### src/rtl/keyed_wdt_pkg.sv
package keyed_wdt_pkg;

    localparam int unsigned DATA_W = 32;
    localparam int unsigned ADDR_W = 3;

    typedef enum logic [ADDR_W-1:0] {
        SEL_CFG   = 3'd0,
        SEL_COUNT = 3'd1,
        SEL_FEED  = 3'd2,
        SEL_KEY   = 3'd3,
        SEL_CMP   = 3'd4
    } reg_sel_e;

    localparam logic [DATA_W-1:0] UNLOCK_WORD = 32'h0051_F15E;
    localparam logic [DATA_W-1:0] FEED_WORD   = 32'h0D09_F00D;

    // configuration bit positions
    localparam int unsigned CB_SCALE_LSB = 0;
    localparam int unsigned CB_RST_EN    = 8;
    localparam int unsigned CB_AUTO_ZERO = 9;
    localparam int unsigned CB_RUN_ALL   = 12;
    localparam int unsigned CB_RUN_AWAKE = 13;
    localparam int unsigned CB_PENDING   = 28;
    localparam int unsigned CB_UNLOCKED  = 30;

endpackage

### src/rtl/keyed_wdt_lock.sv
module keyed_wdt_lock (
    input  logic clk_i,
    input  logic rst_ni,
    input  logic wr_en_i,
    input  logic key_sel_i,
    input  logic key_ok_i,
    output logic unlocked_o,
    output logic accept_o
);

    logic open_d, open_q;

    always_comb begin
        open_d = open_q;
        if (wr_en_i) begin
            if (key_sel_i) open_d = key_ok_i;
            else           open_d = 1'b0;
        end
    end

    always_ff @(posedge clk_i or negedge rst_ni) begin
        if (!rst_ni) open_q <= 1'b0;
        else         open_q <= open_d;
    end

    assign unlocked_o = open_q;
    assign accept_o   = wr_en_i && !key_sel_i && open_q;

endmodule

### src/rtl/keyed_wdt_cnt.sv
module keyed_wdt_cnt #(
    parameter int unsigned CNT_W   = 31,
    parameter int unsigned CMP_W   = 16,
    parameter int unsigned SCALE_W = 3
) (
    input  logic               clk_i,
    input  logic               rst_ni,
    input  logic               run_i,
    input  logic               clear_i,
    input  logic               load_i,
    input  logic [CNT_W-1:0]   load_val_i,
    input  logic               auto_zero_i,
    input  logic [SCALE_W-1:0] scale_i,
    input  logic [CMP_W-1:0]   thresh_i,
    output logic [CNT_W-1:0]   cnt_o,
    output logic               match_o
);

    localparam int unsigned N_SCALE = 2 ** SCALE_W;

    logic [CNT_W-1:0] cnt_d, cnt_q;
    logic [CMP_W-1:0] window [N_SCALE];
    logic [CMP_W-1:0] scaled;

    for (genvar s = 0; s < N_SCALE; s++) begin : g_win
        assign window[s] = cnt_q[s+CMP_W-1:s];
    end

    assign scaled  = window[scale_i];
    assign match_o = (scaled >= thresh_i);

    always_comb begin
        cnt_d = cnt_q;
        if (clear_i)                     cnt_d = '0;
        else if (load_i)                 cnt_d = load_val_i;
        else if (match_o && auto_zero_i) cnt_d = '0;
        else if (run_i)                  cnt_d = cnt_q + 1'b1;
    end

    always_ff @(posedge clk_i or negedge rst_ni) begin
        if (!rst_ni) cnt_q <= '0;
        else         cnt_q <= cnt_d;
    end

    assign cnt_o = cnt_q;

endmodule

### src/rtl/keyed_wdt.sv
module keyed_wdt
    import keyed_wdt_pkg::*;
#(
    parameter int unsigned CNT_W   = 31,
    parameter int unsigned CMP_W   = 16,
    parameter int unsigned SCALE_W = 3
) (
    input  logic              clk_i,
    input  logic              rst_ni,
    input  logic              wr_en_i,
    input  logic [ADDR_W-1:0] wr_addr_i,
    input  logic [DATA_W-1:0] wr_data_i,
    input  logic [ADDR_W-1:0] rd_addr_i,
    output logic [DATA_W-1:0] rd_data_o,
    input  logic              core_awake_i,
    output logic              irq_o,
    output logic              sys_rst_o
);

    typedef struct packed {
        logic [SCALE_W-1:0] scale;
        logic               rst_en;
        logic               auto_zero;
        logic               run_all;
        logic               run_awake;
        logic               pending;
        logic [CMP_W-1:0]   thresh;
        logic               match_seen;
        logic               rst_pulse;
    } state_t;

    state_t st_d, st_q;

    reg_sel_e         wsel;
    logic             unlocked, accept;
    logic             run, feed_hit, cnt_load, match;
    logic [CNT_W-1:0] cnt;

    assign wsel = reg_sel_e'(wr_addr_i);

    keyed_wdt_lock u_lock (
        .clk_i      (clk_i),
        .rst_ni     (rst_ni),
        .wr_en_i    (wr_en_i),
        .key_sel_i  (wsel == SEL_KEY),
        .key_ok_i   (wr_data_i == UNLOCK_WORD),
        .unlocked_o (unlocked),
        .accept_o   (accept)
    );

    assign run      = st_q.run_all || (st_q.run_awake && core_awake_i);
    assign feed_hit = accept && (wsel == SEL_FEED) && (wr_data_i == FEED_WORD);
    assign cnt_load = accept && (wsel == SEL_COUNT);

    keyed_wdt_cnt #(
        .CNT_W   (CNT_W),
        .CMP_W   (CMP_W),
        .SCALE_W (SCALE_W)
    ) u_cnt (
        .clk_i       (clk_i),
        .rst_ni      (rst_ni),
        .run_i       (run),
        .clear_i     (feed_hit),
        .load_i      (cnt_load),
        .load_val_i  (wr_data_i[CNT_W-1:0]),
        .auto_zero_i (st_q.auto_zero),
        .scale_i     (st_q.scale),
        .thresh_i    (st_q.thresh),
        .cnt_o       (cnt),
        .match_o     (match)
    );

    always_comb begin
        st_d = st_q;
        if (accept && wsel == SEL_CFG) begin
            st_d.scale     = wr_data_i[CB_SCALE_LSB +: SCALE_W];
            st_d.rst_en    = wr_data_i[CB_RST_EN];
            st_d.auto_zero = wr_data_i[CB_AUTO_ZERO];
            st_d.run_all   = wr_data_i[CB_RUN_ALL];
            st_d.run_awake = wr_data_i[CB_RUN_AWAKE];
            st_d.pending   = wr_data_i[CB_PENDING];
        end
        if (accept && wsel == SEL_CMP) begin
            st_d.thresh = wr_data_i[CMP_W-1:0];
        end
        st_d.pending    = st_d.pending || match;
        st_d.match_seen = match;
        st_d.rst_pulse  = match && !st_q.match_seen && st_q.rst_en;
    end

    always_ff @(posedge clk_i or negedge rst_ni) begin
        if (!rst_ni) begin
            st_q        <= '0;
            st_q.thresh <= '1;
        end else begin
            st_q <= st_d;
        end
    end

    always_comb begin
        rd_data_o = '0;
        unique case (reg_sel_e'(rd_addr_i))
            SEL_CFG: begin
                rd_data_o[CB_SCALE_LSB +: SCALE_W] = st_q.scale;
                rd_data_o[CB_RST_EN]    = st_q.rst_en;
                rd_data_o[CB_AUTO_ZERO] = st_q.auto_zero;
                rd_data_o[CB_RUN_ALL]   = st_q.run_all;
                rd_data_o[CB_RUN_AWAKE] = st_q.run_awake;
                rd_data_o[CB_PENDING]   = st_q.pending;
                rd_data_o[CB_UNLOCKED]  = unlocked;
            end
            SEL_COUNT: rd_data_o[CNT_W-1:0] = cnt;
            SEL_CMP:   rd_data_o[CMP_W-1:0] = st_q.thresh;
            default:   rd_data_o = '0;
        endcase
    end

    assign irq_o     = st_q.pending;
    assign sys_rst_o = st_q.rst_pulse;

endmodule

### config.mk
export PLATFORM = sky130hd
export DESIGN_NAME = keyed_wdt
export DESIGN_NICKNAME = d
export VERILOG_FILES = /design/src/rtl/keyed_wdt_pkg.sv /design/src/rtl/keyed_wdt_lock.sv /design/src/rtl/keyed_wdt_cnt.sv /design/src/rtl/keyed_wdt.sv
export SDC_FILE = /design/constraint.sdc
export NUM_CORES = 1
export LEC_CHECK = 0
export ABC_AREA = 1
export BUFFER_PORTS_ARGS = -buffer_cell sky130_fd_sc_hd__buf_2
export CAP_MARGIN = 10
export CORE_MARGIN = 5
export CORE_UTILIZATION = 45
export CTS_CLUSTER_SIZE = 20
export DETAILED_ROUTE_END_ITERATION = 8
export PLACE_DENSITY = 0.7
export SETUP_SLACK_MARGIN = 0.05
export SYNTH_ARGS = -nofsm -noshare
export SYNTH_HDL_FRONTEND = slang
export SYNTH_SLANG_ARGS = --single-unit
### constraint.sdc
create_clock -name clk_i -period 3.66 [get_ports clk_i]
set_clock_uncertainty 0.15 [all_clocks]
set_input_delay 0.549 -clock clk_i [delete_from_list [all_inputs] [get_ports clk_i]]
set_output_delay 0.549 -clock clk_i [all_outputs]
set_load 0.005 [all_outputs]
# Yosys cells after proc, flatten, opt, wreduce, memory -nomap -nowiden
# Index checks and enable logic that the tools add are counted.
totals:
  inputBits: 42
  ff_bits: 58
  elab_cells: 60
  output_inout_bits: 34
classes:
  mux: 19
  bitwise: 1
  reduce_logical: 18
  magnitude_cmp: 2
  n_eq_ne: 8
  n_addsub: 1
op_table:
  columns: ["cell", "count"]
  rows:
  - ["31-bit two-way mux", 4]
  - ["16-bit binary-select mux with 3-bit select", 1]
  - ["32-bit by 23-bit equality test with 1-bit output (second input constant)", 1]
  - ["32-bit by 28-bit equality test with 1-bit output (second input constant)", 1]
  - ["16-bit two-way mux", 2]
  - ["31-bit by 1-bit adder with 31-bit output (second input constant)", 1]
  - ["16-bit >= comparator", 1]
  - ["12-bit two-way mux", 1]
  - ["2-bit case mux with 3 select lines", 2]
  - ["1-bit logical AND", 11]
  - ["5-bit case mux with 2 select lines", 1]
  - ["3-bit case mux with 3 select lines", 1]
  - ["2-bit case mux with 2 select lines", 2]
  - ["3-bit by 1-bit equality test with 1-bit output (second input constant)", 2]
  - ["3-bit by 2-bit equality test with 1-bit output (second input constant)", 2]
  - ["3-bit equality test (second input constant)", 2]
  - ["3-bit logical NOT", 2]
  - ["4-bit >= comparator (second input constant)", 1]
  - ["3-bit NOT with 4-bit output", 1]
  - ["1-bit case mux with 2 select lines", 2]
  - ["4-bit nonzero test", 1]
  - ["1-bit two-way mux", 3]
  - ["1-bit logical NOT", 2]
  - ["1-bit logical OR", 2]

# Longest topological paths before layout
# Gate-level depths: netlist of the first run.
depth:
  depth_word: 9
  depth_mapped: 25

# Cells and area by module
# A second synthesis of the first run with hierarchy kept.
hier_totals:
  hier_cells: 891
  hier_area_um2: 5452.7
modules_own_cells:
  columns: ["module", "cells_each", "area_each_um2", "instances", "seq_area_each_um2"]
  rows:
  - ["keyed_wdt_cnt", 626, 3692.3, 1, 775.7]
  - ["keyed_wdt", 258, 1711.6, 1, 670.6]
  - ["keyed_wdt_lock", 7, 48.8, 1, 25.0]

# Worst setup path before layout of the first run
# No wires, ideal clock.
synth_path:
  path_kind: "register to register"
  start: "reg st_q[24] in the netlist's numbering"
  end: "reg u_cnt.cnt_q[19] (netlist: u_cnt.cnt_o[19])"
  period_less_slack_ps: 2852
  path_buffers: 2
  setup_slack_ps: 808
  path_stages_with_launch: 19
  arrival_ps: 2585
  path_cell_list: "dfrtp_1 -> inv_1 -> buf_1 -> mux2i_1 -> inv_1 -> nand2_1 -> o21ai_0 -> ha_1 -> a21oi_1 -> o21ai_0 -> a21oi_1 -> nand2_2 -> nand2_2 -> nand3_1 -> nand2_1 -> inv_2 -> buf_4 -> nand2_1 -> nand2_1"
synth_between:
  elab_chain_cells: 9
synth_rtl:
  columns: ["element", "line", "text"]
  rows:
  - ["start, declared", "keyed_wdt.sv:32", "state_t st_d, st_q;"]
  - ["start signal, assigned", "keyed_wdt.sv:96", "st_q <= st_d;"]
  - ["3-bit NOT with 4-bit output (not written as such) *", "keyed_wdt_cnt.sv:29", "assign scaled = window[scale_i];"]
  - ["16-bit binary-select mux with 3-bit select *", "keyed_wdt_cnt.sv:29", null]
  - ["16-bit two-way mux (not written as such) * (2 in a row)", "keyed_wdt_cnt.sv:29", null]
  - ["16-bit >= comparator *", "keyed_wdt_cnt.sv:30", "assign match_o = (scaled >= thresh_i);"]
  - ["via match", "keyed_wdt.sv:36", "logic run, feed_hit, cnt_load, match;"]
  - ["1-bit logical AND *", "keyed_wdt_cnt.sv:36", "else if (match_o && auto_zero_i) cnt_d = '0;"]
  - ["31-bit two-way mux", "keyed_wdt_cnt.sv:36", null]
  - ["31-bit two-way mux", "keyed_wdt_cnt.sv:35", "else if (load_i) cnt_d = load_val_i;"]
  - ["31-bit two-way mux", "keyed_wdt_cnt.sv:34", "if (clear_i) cnt_d = '0;"]
  - ["end signal, assigned", "keyed_wdt_cnt.sv:42", "else cnt_q <= cnt_d;"]
  - ["end, declared", "keyed_wdt_cnt.sv:21", "logic [CNT_W-1:0] cnt_d, cnt_q;"]
# Mark *: on every way through the listed nets, which the timed path passes. The rest lies on a longest branch. The select of a mux whose other input is x is not followed.
# A chain may end at the register's enable or synchronous reset.

# Final worst setup path of the first run
layout_path:
  start: "reg st_q[23] in the netlist's numbering"
  end: "reg u_cnt.cnt_q[14] (netlist: u_cnt.cnt_o[14])"
# Same word-level chain as after synthesis.

==> results of run 1 <==
flip-flops by register name (all words and copies together) (netlist names):
name / cells
irq_o: 1
st_q: 24
sys_rst_o: 1
u_cnt.cnt_o: 31
u_lock.unlocked_o: 1
cell type report:
class / count / area (µm²) / area share (%)
multi-input cells: 638 / 3160 / 53.0
well taps: 143 / 179 / 3.00
flip-flops and latches: 58 / 1470 / 24.7
inverters: 91 / 347 / 5.81
repair buffers: 88 / 500 / 8.40
clock inverters: 7 / 77.6 / 1.30
clock buffers: 9 / 225 / 3.78
worst register-to-register path, cell delays in order (launching register included):
cell and delay [ps]:
dfrtp_1 480, buf_12 200, nand2_1 60, o21ai_0 100, or2_2 290, o21ai_0 90
mux2i_1 100, ha_1 300, a21oi_1 150, o21ai_0 110, a21oi_2 240, nand2_2 110
nand2_2 70, buf_4 350, nand3_1 160, nand2_1 90, nand2_1 50, nand2_1 70
how the worst min path moves through the flow:
stage,endpoint,cells after the start
detailed placement,sys_rst_o$_DFF_PN0_,1
global placement,sys_rst_o$_DFF_PN0_,1
finish,st_q[20]$_DFFE_PN0P_,1
CTS,u_lock.unlocked_o$_DFFE_PN0P_,1
global route,st_q[20]$_DFFE_PN0P_,1
floorplan,irq_o$_DFF_PN0_,0
layer usage:
metal / global-route usage [%] / share of wire [%] / up-vias
met5: 0 / 0 / -
li1: - / - / 2753
met2: 38.7 / 44 / 266
met3: 5.04 / 9.3 / 34
met1: 36.6 / 44 / 2547
met4: 8.72 / 2.6 / 0
report_power, final:
part	total (W)	switching, W	internal (W)
Sequential	0.000713	0.0000447	0.000669
Combinational	0.000316	0.000196	0.000120
Clock	0.000862	0.000331	0.000531
Total	0.00189	0.000571	0.00132
cell families (layout without fill, tap and decap cells):
logic type / after synthesis / count (layout) / synth area share, %
compound gates: 104 / 104 / 11.0
xor+xnor: 17 / 17 / 2.89
fa+ha+maj: 17 / 17 / 4.13
buf+inv: 129 / 195 / 10.1
flops: 58 / 58 / 28.6
mux: 10 / 10 / 1.94
other cells: 1 / 1 / 0.0728
simple gates: 489 / 489 / 41.3
through the flow:
stage	instances	setup WS [ps]	hold WS [ps]	cell area, µm²	util [%]
floorplan	825	808	103	5150	-
global placement	1018	341	272	5650	49.9
detailed placement	1018	326	262	5650	49.9
CTS	1034	299	127	5950	52.6
global route	1034	112	167	5960	52.7
finish	1034	433	122	5960	52.7
layout by cell type (no fill, tap or decap), types with 8 or more instances in the layout:
cell type,synthesis,layout
nand2_1,323,323
inv_1,80,80
buf_2,9,74
o21ai_0,68,68
nor2_1,63,63
dfrtp_1,42,42
nand3_1,41,41
xor2_1,17,17
ha_1,17,17
a21oi_1,17,16
dfstp_2,16,16
nand3b_1,15,15
buf_4,5,12
nor3_1,11,11
mux2i_1,10,10
inv_2,11,9
o22ai_1,9,9
clkbuf_16,0,9
nor3_2,8,8
synthesized netlist by cell type, types with 7 or more instances:
master / count
ha_1: 17
o22ai_1: 9
inv_1: 80
xor2_1: 17
nor2_1: 63
dfrtp_1: 42
buf_2: 9
clkbuf_1: 22
dfstp_2: 16
nor3_2: 8
inv_2: 11
a21oi_1: 17
nand4_1: 7
nand3_1: 41
o21ai_0: 68
nor3_1: 11
nand3b_1: 15
mux2i_1: 10
nand2_1: 323
==> results_dict.tcl, run 1 <==
set metrics [dict create \
    status "finished, final reports clean" \
    cts-root-buf "clkbuf_16" \
    synth_nets 884 \
    grt_max_degree 33 \
    ir_drop_v 0.000226 \
    worstSkewPairLatency_ps 330 \
    post_cts.repair.setup_buffers 0 \
    endpoint "u_cnt.cnt_o[14]$_DFFE_PN0P_" \
    synth_edf_count 0 \
    ios 76 \
    p_total_w 0.00189 \
    crit_slowest_cell "dfrtp_1" \
    yosysTopAreaCell "nand2_1" \
    hold_viol 0 \
    dpl.hpwl_um 13200 \
    die_h_um 117 \
    ys.flop_type "dfrtp_1" \
    fin_crit_sh_pct 88.2 \
    cts_made_buffers 9 \
    ys_seq_area_share_pct 28.6 \
    drive_gt1_share_pct 17.8 \
    synth_cells 825 \
    vias 5600 \
    powerDensity_nw_per_um2 317 \
    synth.area.top_cells "nand2_1 24%, dfrtp_1 20%, dfstp_2 8.2%, o21ai_0 6.6%, inv_1 5.8%" \
    die_width_um 117 \
    path_delay_family "simple AND/OR/NAND/NOR gates" \
    cts_tree "built" \
    crit_type "flop to flop" \
    critPathArrivalTime_ps 3340 \
    yosys_warnings 0 \
    syn-cell-area_um2 5150 \
    fmax_ghz 0.310 \
    yosysTopAreaCellShare_pct 23.5 \
    synthArstFlopShare_pct 100 \
    worstMarginPinSlew_ps 1070 \
    r2r_end "u_cnt.cnt_o[14]$_DFFE_PN0P_" \
    crit_path_end_kind "flop" \
    wl_per_cell_um 16.7 \
    critical_path.max_fanout 31 \
    clockBufferDepth 2 \
    slew_violations 0 \
    n_antenna_cell 0 \
    ys_ff_latch 58 \
    grt_pass1_vias 5086 \
    cts-resized-gates 0 \
    wl_um 17300 \
    nets 945 \
    hold_buffers 0 \
    route.detailed.drc 0 \
    path_depth 17 \
    fill_cells 1179 \
    path_cells "buf_12 > nand2_1 > o21ai_0 > or2_2 > o21ai_0 > mux2i_1 > ha_1 > a21oi_1 > o21ai_0 > a21oi_2 > nand2_2 > nand2_2 > buf_4 > nand3_1 > nand2_1 > nand2_1 > nand2_1" \
    antenna_found_initial 0 \
    path_clk_slew_ps 60 \
    cp-start-kind "flop" \
    ant_nets 0 \
    slew_headroom_pct 28.7 \
    grt_overflow_total 0 \
    port_buffers 74 \
    drv_cap 0 \
    routabilityCongestion 0.929 \
    max_stage_delay_ps 480 \
    start_util_pct 45.5 \
    grt_setup_unrepaired "false" \
    setup_viol 0 \
    synth.distinct_cells 38 \
    drt_iter0_markers 457 \
    r2r_slack_ps 430 \
    worstRegToRegCells 17 \
    fin_crit_ps 3230 \
    core-area_um2 11300 \
    fp-row-count 39 \
    cp_common_cell "nand2_1" \
    syn_to_final_growth_pct 15.7 \
    hold_path.class "input pin to async pin" \
    grt_pass1_wl_um 26900 \
    critPathLaunch "st_q[23]$_DFFE_PN0P_" \
    dieArea_um2 13700 \
    drt-pass1-iter-count 5 \
    grt_use_total_pct 25.6 \
    cts-htree-levels 3 \
    required_ps 3780 \
    r2r_start "st_q[23]$_DFFE_PN0P_" \
    viasPerCell 5.42 \
    p_leak_nw 3.03 \
    setup_tns_ps 0 \
    critPathBufInv 2 \
    clock_sinks 58 \
    avgSynthCellArea_um2 6.24 \
]
Power figures use the tool's default switching activity.
==> run 2: changes to the inputs <==
- ABC_AREA: 1 -> unset
- CORE_ASPECT_RATIO: unset -> 1.75
- PLACE_DENSITY: 0.7 -> 0.71
==> run 2 against run 1 <==
Effect of this change:
- die area down 8.2%
- design area down 8.1%
- worst setup slack lost 230 ps
- wire length down 10%
- synthesized cell count down 36%
- hold slack better by 12 ps
- sequential share of layout area up 2.2 points
- area after synthesis fell by 9.5%
- via count fell by 18%
- combinational power shrank 72%
- fmax is 6.5% lower
==> results_dict.tcl, run 2 <==
set metrics [dict create \
    cts-htree-levels 3 \
    port_buffers 74 \
    slew_headroom_pct 41.8 \
    worstSkewPairLatency_ps 330 \
    status "finished, final reports clean" \
    crit_path_end_kind "flop" \
    r2r_slack_ps 210 \
    synth_edf_count 0 \
    dieArea_um2 12600 \
    mostFrequentLayoutCell "buf_2" \
    routabilityCongestion 0.931 \
    use_met3_pct 3.82 \
    path_cells "buf_12 > mux2_2 > mux4_2 > ha_1 > a21oi_1 > o21ai_0 > a41oi_2 > o21ai_1 > buf_4 > a211o_1 > a221oi_1" \
    ys.flop_type "dfrtp_1" \
    syn-cell-area_um2 4660 \
    hold_path.class "input pin to async pin" \
    fp-row-count 49 \
    antenna_found_initial 0 \
    critical_path.max_fanout 12 \
    cts_made_buffers 9 \
    hold_buffers 0 \
    fin_util_pct 53.5 \
    path_clk_slew_ps 50 \
    r2r_start "st_q[23]$_DFFE_PN0P_" \
    hold_viol 0 \
    drt_iter0_markers 303 \
    ys_seq_area_share_pct 31.6 \
    worstRegToRegCells 11 \
    worstMarginPinSlew_ps 870 \
    critPathLaunch "st_q[23]$_DFFE_PN0P_" \
    mostFrequentLayoutCells "74 x buf_2, 44 x nand2_1, 41 x dfrtp_1, 37 x mux2_2, 36 x a21oi_1" \
    wl_per_cell_um 21.3 \
    p_leak_nw 2.24 \
    cts-root-buf "clkbuf_16" \
    ir_drop_v 0.000255 \
    synth_cells 526 \
    yosysTopAreaCellShare_pct 22.6 \
    holdWs_ps 135 \
    cts_tree "built" \
    required_ps 3730 \
    max_stage_delay_ps 520 \
    viasPerCell 6.30 \
    finalWorstSetupSlack_ps 207 \
    setup_tns_ps 0 \
    n_antenna_cell 0 \
    grtUsageMet1_pct 27.7 \
    cp-start-kind "flop" \
    use_met2_pct 44.8 \
    grt_max_degree 34 \
    crit_type "flop to flop" \
    ys_ff_latch 58 \
    grt_overflow_total 0 \
    synth_nets 585 \
    dpl.hpwl_um 11800 \
    die_h_um 145 \
    drt-pass1-iter-count 5 \
    setup_viol 0 \
    largest_register_ffs 31 \
    clockBufferDepth 2 \
    yosysTopAreaCell "dfrtp_1" \
    grt_pass1_wl_um 24800 \
    vias 4588 \
    grt_pass1_vias 4771 \
    synth_common_cells "44 x nand2_1, 42 x dfrtp_1, 37 x mux2_2" \
    die_width_um 86.9 \
    grt.busiest_layer "met2" \
    core-area_um2 10200 \
    synth_most_common_cell "nand2_1" \
    endpoint "u_cnt.cnt_o[29]$_DFFE_PN0P_" \
    grt_setup_unrepaired "false" \
    drv_cap 0 \
    nets 655 \
    drive_gt1_share_pct 31.6 \
    fin_crit_sh_pct 94.3 \
    syn_to_final_growth_pct 17.6 \
    critPathArrivalTime_ps 3530 \
    ios 76 \
    route.detailed.drc 0 \
    slew_violations 0 \
    fin_crit_ps 3450 \
    crit_slowest_cell "mux4_2" \
    r2r_end "u_cnt.cnt_o[29]$_DFFE_PN0P_" \
    avgSynthCellArea_um2 8.86 \
    synth.area.top_cells "dfrtp_1 23%, dfstp_2 9.0%, mux2_2 8.9%, mux2i_1 6.2%, ha_1 4.6%" \
    synthArstFlopShare_pct 100 \
    post-place-ws_ps 92.3 \
    yosys_warnings 0 \
    synth.distinct_cells 63 \
    wl_um 15500 \
    start_util_pct 45.5 \
    grt_use_total_pct 25.7 \
    fmax_ghz 0.290 \
    powerDensity_nw_per_um2 276 \
    ant_nets 0 \
    clock_sinks 58 \
]
[run 2: cell types whose count changed in the layout (fill, tap and decap cells not counted), moves of 20 or more]
| cell | change |
|---|---|
| a21oi_1 | +20 |
| inv_1 | -56 |
| mux2_2 | +37 |
| nand2_1 | -279 |
| nand3_1 | -29 |
| nor2_1 | -28 |
| o21ai_0 | -38 |
[run 2: layout make-up]
type / instances / area (µm²)
Tap cell: 127 / 159
Clock buffer: 10 / 239
Multi-Input combinational cell: 406 / 2910
Clock inverter: 6 / 32.5
Timing Repair Buffer: 97 / 573
Inverter: 24 / 90.1
Sequential cell: 58 / 1470
Fill cell: 935 / 4760
[run 2: cells by family after synthesis]
kind of cell	synth area share, %
buffers and inverters	6.10
other	0.0805
adder cells (fa/ha/maj)	4.57
XOR/XNOR	0.752
multiplexers	19.0
AO/OA/AOI/OAI	16.3
AND/OR/NAND/NOR	21.6
flip-flops	31.6
[run 2: report_power, final]
part	switching (W)	internal [W]
clock	0.000309	0.000470
combinational	0.0000601	0.0000276
sequential	0.0000000000000366	0.000643
total	0.000369	0.00114
[run 2: per-layer routing]
metal | share of wire [%] | up-vias
met3 | 5.7 | 66
met2 | 52 | 206
met1 | 35 | 2224
li1 | - | 2092
met4 | 6.7 | 0
met5 | 0 | -
[run 2: worst min-delay path by stage]
stage | endpoint | slack (ps) | cells after the start
global route | st_q[1]$_DFF_PN0_ | 180 | 1
finish | irq_o$_DFF_PN0_ | 130 | 1
CTS | irq_o$_DFF_PN0_ | 140 | 1
floorplan | irq_o$_DFF_PN0_ | 100 | 0
detailed placement | sys_rst_o$_DFF_PN0_ | 350 | 1
global placement | sys_rst_o$_DFF_PN0_ | 350 | 1
[run 2: timing repair]
item                       CTS  global route
setup buffers                0             0
resized for setup            0             3
setup endpoints to repair    0            31
[run 2: worst max-delay path: cells and delay by family (launching register included)]
family / cells / cell delay [ps]
compound gates: 6 / 1220
mux: 2 / 900
flops: 1 / 410
buf+inv: 2 / 340
fa+ha+maj: 1 / 330
[run 2: metrics by stage]
stage / std cells / instance area, µm² / total power, W
floorplan: 526 / 4660 / 0.000676
global route: 728 / 5480 / 0.00155
CTS: 727 / 5440 / 0.00152
detailed placement: 711 / 5170 / 0.000741
global placement: 711 / 5170 / 0.000740
finish: 728 / 5480 / 0.00151
==> run 3: changes to the inputs <==
- CORE_UTILIZATION: 45 -> 30
- PLACE_DENSITY: 0.71 -> 0.53
- clock period: 3.66 -> 3.79 ns (I/O delays scaled with it)
==> run 3 against run 2 <==
Effect of this change:
- power up 3.5%
- largest power group unchanged
- worst setup slack gained 69 ps
- count of clock-buffer cells in the layout did not move
- sequential power is 3.6% lower
- critical path depth did not move
- global-route usage down 7.6 points
- utilization decreased by 17 points
- sequential share of layout area decreased by 0.38 points
==> results_dict.tcl, run 3 (synthesis results as in run 2) <==
set metrics [dict create \
    critPathArrivalTime_ps 3560 \
    crit_path_end_kind "flop" \
    worstRegToRegCells 11 \
    ant_nets 0 \
    grt_max_degree 36 \
    grt_overflow_total 0 \
    fill_cells 1611 \
    clockBufferDepth 2 \
    route.detailed.drc 0 \
    regArea_um2 1470 \
    mostFrequentLayoutCell "buf_2" \
    powerDensity_nw_per_um2 281 \
    drv_cap 0 \
    holdWs_ps 119 \
    cts-htree-levels 3 \
    fp-row-count 60 \
    clock_sinks 58 \
    grt_pass1_vias 4713 \
    crit_type "flop to flop" \
    wl_um 16900 \
    drt-pass1-iter-count 4 \
    grt_use_total_pct 18.1 \
    worstMarginPinSlew_ps 794 \
    setup_viol 0 \
    ios 76 \
    cp_common_cell "o21ai_0" \
    placed_cells 769 \
    hold_viol 0 \
    slew_violations 0 \
    cp-start-kind "flop" \
    port_buffers 74 \
    multi_input_area_um2 2910 \
    r2r_slack_ps 280 \
    path_clk_slew_ps 60 \
    start_util_pct 30.4 \
    worstSkewPairLatency_ps 330 \
    post_cts.repair.setup_buffers 0 \
    slew_headroom_pct 46.9 \
    final_cells 785 \
    dieArea_um2 18200 \
    status "finished, final reports clean" \
    max_stage_delay_ps 480 \
    cts-root-buf "clkbuf_16" \
    syn_to_final_growth_pct 19.2 \
    crit_slowest_cell "mux4_2" \
    die_width_um 104 \
    fmax_ghz 0.285 \
    routabilityCongestion 0.875 \
    antenna_found_initial 0 \
    grt_setup_unrepaired "false" \
    setup_tns_ps 0 \
    wl_per_cell_um 21.6 \
    core-area_um2 15300 \
    hold_path.class "input pin to async pin" \
    vias 4528 \
    largest_register_ffs 31 \
    mostFrequentLayoutCells "74 x buf_2, 44 x nand2_1, 42 x dfrtp_1, 37 x mux2_2, 36 x a21oi_1" \
    drt_iter0_markers 172 \
    critical_path.max_fanout 24 \
    grt_pass1_wl_um 25800 \
    p_leak_nw 2.23 \
    die_h_um 175 \
    n_antenna_cell 0 \
    ir_drop_v 0.000209 \
    p_total_w 0.00156 \
    cts_tree "built" \
    dpl.hpwl_um 13200 \
    cts_made_buffers 9 \
    r2r_start "st_q[23]$_DFFE_PN0P_" \
    drive_gt1_share_pct 31.2 \
    endpoint "u_cnt.cnt_o[28]$_DFFE_PN0P_" \
    required_ps 3840 \
    critPathLaunch "st_q[23]$_DFFE_PN0P_" \
    path_cells "buf_12 > mux2_2 > mux4_2 > ha_1 > a211oi_1 > o21ai_0 > a41oi_2 > o21ai_1 > or2_1 > buf_4 > o21ai_0" \
    r2r_end "u_cnt.cnt_o[28]$_DFFE_PN0P_" \
    nets 653 \
    fin_crit_ps 3510 \
    fin_crit_sh_pct 92.7 \
    viasPerCell 5.77 \
]
==> run 3: layout make-up <==
cell class | instances | area share (%)
clock buffer | 10 | 4.30
clock inverter | 6 | 1.19
inverter | 24 | 1.62
multi-input combinational | 406 | 52.4
sequential | 58 | 26.5
tap | 186 | 4.19
timing repair buffer | 95 | 9.74
==> run 3: what timing repair did <==
action                                  CTS  global route
hold endpoints to repair                  0             0
gates resized for setup                   0             1
hold buffers                              0             0
endpoints found under the setup margin    0             1
==> run 3: report_power, final <==
part / total, W / internal [W] / switching, W
registers: 0.000620 / 0.000620 / 0.0000000000000314
logic: 0.0000875 / 0.0000267 / 0.0000608
clock network: 0.000854 / 0.000527 / 0.000328
==> run 3: worst max-delay path: cells and delay by family (launching register included) <==
family | cells | cell delay [ps]
simple gates | 1 | 260
flops | 1 | 370
mux | 2 | 870
fa+ha+maj | 1 | 190
compound gates | 5 | 1160
buf+inv | 2 | 370
==> run 3: how the worst min path moves through the flow <==
stage | cells past startpoint | slack (ps) | to
after floorplan | 0 | 120 | irq_o$_DFF_PN0_
after global placement | 1 | 360 | sys_rst_o$_DFF_PN0_
after detailed placement | 1 | 350 | sys_rst_o$_DFF_PN0_
after CTS | 1 | 140 | u_cnt.cnt_o[3]$_DFFE_PN0P_
after global routing | 1 | 160 | st_q[24]$_DFFE_PN0P_
final | 1 | 120 | st_q[24]$_DFFE_PN0P_
==> run 3: per-layer routing <==
layer / track usage [%] / vias to the layer above / share of wire, %
met5: 0 / - / 0
met3: 1.96 / 50 / 3.1
met4: 11.6 / 0 / 5.5
met2: 34.6 / 160 / 55
li1: - / 2093 / -
met1: 18.3 / 2225 / 36
==> run 3: per-stage QoR <==
stage	setup slack (ps)	util [%]	cell area, µm²
detailed placement	204	34.2	5240
finish	276	36.3	5550
global route	108	36.3	5550
global placement	204	34.2	5240
CTS	180	36.2	5540
floorplan	181	-	4660
